===== src/rtl/split_lat_fsm_out.sv =====
module split_lat_fsm_out #(
  parameter int SW = 4,
  parameter int EW = 8,
  parameter int NW = 8,
  parameter int DW = 8
) (
  input  logic          clk,
  input  logic          rst_n,
  input  logic          cfg_we,
  input  logic [1:0]    cfg_sel,
  input  logic [SW-1:0] cfg_addr,
  input  logic [DW-1:0] cfg_data,
  input  logic          cfg_commit,
  input  logic          start,
  input  logic [EW-1:0] start_early,
  input  logic          stop,
  input  logic          cond,
  output logic [EW-1:0] early_out,
  output logic [NW-1:0] norm_out,
  output logic [SW-1:0] cur_state,
  output logic          start_err
);
  localparam int NSTATE = 1 << SW;

  logic [SW-1:0] nxt0_t [NSTATE];
  logic [SW-1:0] nxt1_t [NSTATE];
  logic [EW-1:0] ear_t  [NSTATE];
  logic [NW-1:0] nrm_t  [NSTATE];

  logic          run_q, loaded_q;
  logic [SW-1:0] state_q;
  logic [EW-1:0] early_q;
  logic [NW-1:0] norm_q;
  logic          err_q;

  wire           tab_wr  = cfg_we && !run_q;
  wire           go      = start && !run_q && loaded_q;
  wire           refuse  = start && !run_q && !loaded_q;
  wire           advance = run_q && !stop;
  wire [SW-1:0]  nxt     = cond ? nxt1_t[state_q] : nxt0_t[state_q];

  always_ff @(posedge clk) begin
    if (tab_wr) begin
      case (cfg_sel)
        2'd0: nxt0_t[cfg_addr] <= cfg_data[SW-1:0];
        2'd1: nxt1_t[cfg_addr] <= cfg_data[SW-1:0];
        2'd2: ear_t[cfg_addr]  <= cfg_data[EW-1:0];
        default: nrm_t[cfg_addr] <= cfg_data[NW-1:0];
      endcase
    end
  end

  always_ff @(posedge clk or negedge rst_n) begin
    if (!rst_n) begin
      run_q    <= 1'b0;
      loaded_q <= 1'b0;
      state_q  <= '0;
      early_q  <= '0;
      norm_q   <= '0;
      err_q    <= 1'b0;
    end else begin
      err_q <= refuse;
      if (cfg_commit) loaded_q <= 1'b1;
      if (go) begin
        run_q   <= 1'b1;
        state_q <= '0;
        early_q <= start_early;
      end else if (advance) begin
        state_q <= nxt;
        early_q <= ear_t[nxt];
        norm_q  <= nrm_t[state_q];
      end else if (run_q) begin
        run_q <= 1'b0;
      end
    end
  end

  assign early_out = early_q;
  assign norm_out  = norm_q;
  assign cur_state = state_q;
  assign start_err = err_q;

  p_start_load_r2: assert property (@(posedge clk) disable iff (!rst_n)
    start && !run_q && loaded_q |=> run_q && cur_state == '0 && early_out == $past(start_early));

  p_refuse_r6: assert property (@(posedge clk) disable iff (!rst_n)
    start && !loaded_q |=> start_err && (cur_state == $past(cur_state) || $past(run_q)));

  p_err_idle_r6: assert property (@(posedge clk) disable iff (!rst_n)
    start_err |-> !run_q);

  p_idle_hold_r7: assert property (@(posedge clk) disable iff (!rst_n)
    !run_q && !start |=> $stable(cur_state) && $stable(early_out) && $stable(norm_out) && !run_q);

  p_busy_start_r9: assert property (@(posedge clk) disable iff (!rst_n)
    run_q && start |=> !start_err);

  p_keep_running_r3: assert property (@(posedge clk) disable iff (!rst_n)
    run_q && !stop |=> run_q);
endmodule


===== config.mk =====
export PLATFORM = sky130hd
export DESIGN_NAME = split_lat_fsm_out
export DESIGN_NICKNAME = d
export VERILOG_FILES = /design/src/rtl/split_lat_fsm_out.sv
export SDC_FILE = /design/constraint.sdc
export NUM_CORES = 1
export LEC_CHECK = 0
export BUFFER_PORTS_ARGS = -buffer_cell sky130_fd_sc_hd__buf_2
export CORE_UTILIZATION = 35
export CTS_CLUSTER_SIZE = 40
export DETAILED_ROUTE_END_ITERATION = 8
export PLACE_DENSITY = 0.53
export SKIP_LAST_GASP = 1
export SLEW_MARGIN = 20
export SYNTH_ARGS = -nofsm -noshare
export SYNTH_HDL_FRONTEND = slang
export SYNTH_SLANG_ARGS = --single-unit

===== constraint.sdc =====
create_clock -name clk -period 3.1 [get_ports clk]
set_input_delay 0.31 -clock clk [delete_from_list [all_inputs] [get_ports clk]]
set_output_delay 0.31 -clock clk [all_outputs]
set_load 0.02 [all_outputs]

==> summary.txt <==
Peak supply drop: 0.588 mV
Worst-Skew Late Latency: 0.58 ns
Hold Path Depth: 3
Fin. max-slew vios: 0
Fmax: 333 MHz
CP Max Fanout: 15
Hold Path Sink: early_out[0]
CTS buffer count: 43
Vias per cell: 5.33
Routed via count: 9391
Largest cells by area after synthesis: edfxtp_1 68%, mux4_2 8.5%, mux2i_1 6.1%
Flops & latches, synth: 407
Core area: 47800 um2
Routed len/inst: 24.3 um
DRT iter0 DRCs: 712
Tcrit/Tclk final: 97.0%
Crit. End Element: flip-flop
Root buffer cell: clkbuf_16
Post-synthesis sequential area ratio: 71.3%
Die ar.: 49400 um2
Fin crit period: 3.01 ns
Initial antenna violation count: 6
Internal power: 11.9 mW
Leakage power: 6.62 nW
Worst Setup Start Kind: flip-flop
Hold crit path type: input pin to flip-flop
Status: finished clean
Clock sinks: 407
Worst-path clk slew: 0.06 ns
Antenna Nets Post-Route: 0
Yosys top cell by area: edfxtp_1
Drt total wl: 42.8 mm
Grt ovf: 0
CTS tree: done
Area grow syn2layout: 16.3%
R2r setup slk: 0.09 ns
RePlAce Congestion: 0.819
Skew final: 0.0234 ns
Io pins: 50
Max Cap Viol: 0
Ys flop type: edfxtp_1
Vias in the first global route: 9504
Clk buf depth: 3
Synth Cell Area: 17000 um2
First-pass GRT wire length: 62.6 mm
Total GRT Usage: 17.4%
Cell count after synthesis: 999
Synth async-reset ratio: 5.65%
Most common cell in the netlist: edfxtp_1
Fin nets: 1140
Critical path class: flip-flop to flip-flop
Num rows: 80
Synth Area per Inst: 17.0 um2
Share of total power in the clock network: 31.5%
DRC: 0
R2R Path End: early_out[7]
List of most frequent post-synthesis cells: 384 x edfxtp_1, 104 x mux2i_1, 95 x nand2_1
Die Ht: 222 um
Worst EP required: 3.59 ns
Die X: 222 um
Worst Tran Pin Value: 0.846 ns
WP data arrival: 3.50 ns
DR pass1 iterations: 5
Net switching power: 5.35 mW
Worst r2r src: cur_state[0]
Synth cell types: 50
Logic pwr share: 31.4%
Seq pwr share: 37.2%
Dpl hpwl: 28.6 mm
Syn_nets: 1028
Final non-filler cell total: 1763
RSZ-0062 raised after global routing: no
Placed Cells incl. Taps: 1677
Synthesis Warnings: 0
Share of post-route cells with drive strength above 1: 23.2%
Min-delay src: start_early[0]
Port Buffer Count: 49
Fin util: 41.3%
Pwr/cell area: 873 nW/um2
H-tree levels: 2
Endpoints failing setup: 0
Sw Share: 31.1%
Pin count of the biggest net entering global routing: 65
EDFF count, synth: 384
Worst slew margin: 43.3%
Initial Util: 35.5%
Yosys top cell area share: 67.9%
R2R cell count: 8
Final Hold Fails: 0
-- registers in the layout, summed over array words and instances, names as in the netlist --
register and cells:
early_out 8, run_q 1, nrm_t 128, norm_out 8
cur_state 4, loaded_q 1, nxt1_t 64, nxt0_t 64
ear_t 128, start_err 1
-- area by class of cell --
cell class	instances	area, um2
antenna	2	5.00
clock buffer	60	1210
clock inverter	20	290
fill	4314	28100
inverter	10	37.5
multi-input combinational	530	4490
sequential	407	12100
tap	615	769
timing repair buffer	119	828
-- stage by stage --
step	hold slack [ns]	cell area, um2	power, mW	setup TNS [ns]	setup WS (ns)
global route	0.0982	19700	17.9	0	0.000580
finish	0.0862	19800	17.2	0	0.0932
floorplan	0.0144	17000	10.3	0	0.620
CTS	0.0690	19700	17.3	0	0.0309
global placement	0.381	18200	11.8	-0.00516	-0.00367
detailed placement	0.387	18200	11.9	0	0.00619
-- power by group through the flow --
stage	combinational, mW	clock, mW	sequential (mW)
6_report	5.40	5.42	6.41
5_1_grt	5.78	5.72	6.43
4_1_cts	5.34	5.53	6.43
3_5_place_dp	5.32	0	6.54
3_3_place_gp	5.29	0	6.54
2_1_floorplan	3.84	0	6.51
-- kinds of logic (layout without fill, tap and decap cells) --
kind of cell           after synthesis  after routing  synth area share (%)
buffers and inverters               62            209                  2.30
AOI/OAI and AO/OA                  108            108                  4.44
and+or+nand+nor                    245            245                  6.31
muxes                              177            177                  15.7
other                                0              2                     0
DFF                                407            407                  71.3
-- placed cells by master, fill, tap and decap left out, types with 7 or more instances in the layout --
master,count
a21oi_1,17
a22oi_1,12
buf_2,49
buf_4,62
bufinv_16,7
clkbuf_1,11
clkbuf_16,45
clkinv_2,7
dfrtp_1,20
edfxtp_1,384
inv_1,10
mux2i_1,104
mux4_2,64
nand2_1,95
nand2b_1,11
nand3_1,16
nor2_1,81
nor2b_1,12
nor3_1,11
o21ai_0,22
o221ai_1,9
o22ai_1,9
o32ai_1,8
-- critical path: stages, from the launching register on --
cell	delay, ns
dfrtp_4	0.58
mux4_1	0.59
mux2_2	0.27
o22ai_1	0.24
a221o_2	0.31
buf_4	0.26
mux2i_1	0.34
a22oi_1	0.11
a31oi_1	0.20
-- worst max-delay path by stage --
stage | start | to | cells past startpoint
CTS | cur_state[1] | early_out[0] | 10
global placement | cur_state[3] | early_out[2] | 8
finish | cur_state[0] | early_out[7] | 8
floorplan | cur_state[3] | early_out[4] | 8
detailed placement | cur_state[3] | early_out[5] | 8
global route | cur_state[3] | early_out[2] | 8
-- routing by layer --
| metal | GRT usage, % | part of all wire [%] | vias to the layer above |
|---|---|---|---|
| met5 | 0 | 0.13 | - |
| li1 | - | - | 4181 |
| met2 | 27.1 | 46 | 280 |
| met3 | 3.72 | 5.8 | 84 |
| met1 | 24.0 | 45 | 4838 |
| met4 | 6.07 | 3.0 | 8 |
-- timing repair --
action,in CTS,in global routing
hold buffers,3,0
setup endpoints to repair,0,8
setup buffers,0,1
gates resized for setup,0,3
hold endpoints to repair,25,0
No activity file was read; power rests on OpenSTA's default activity.
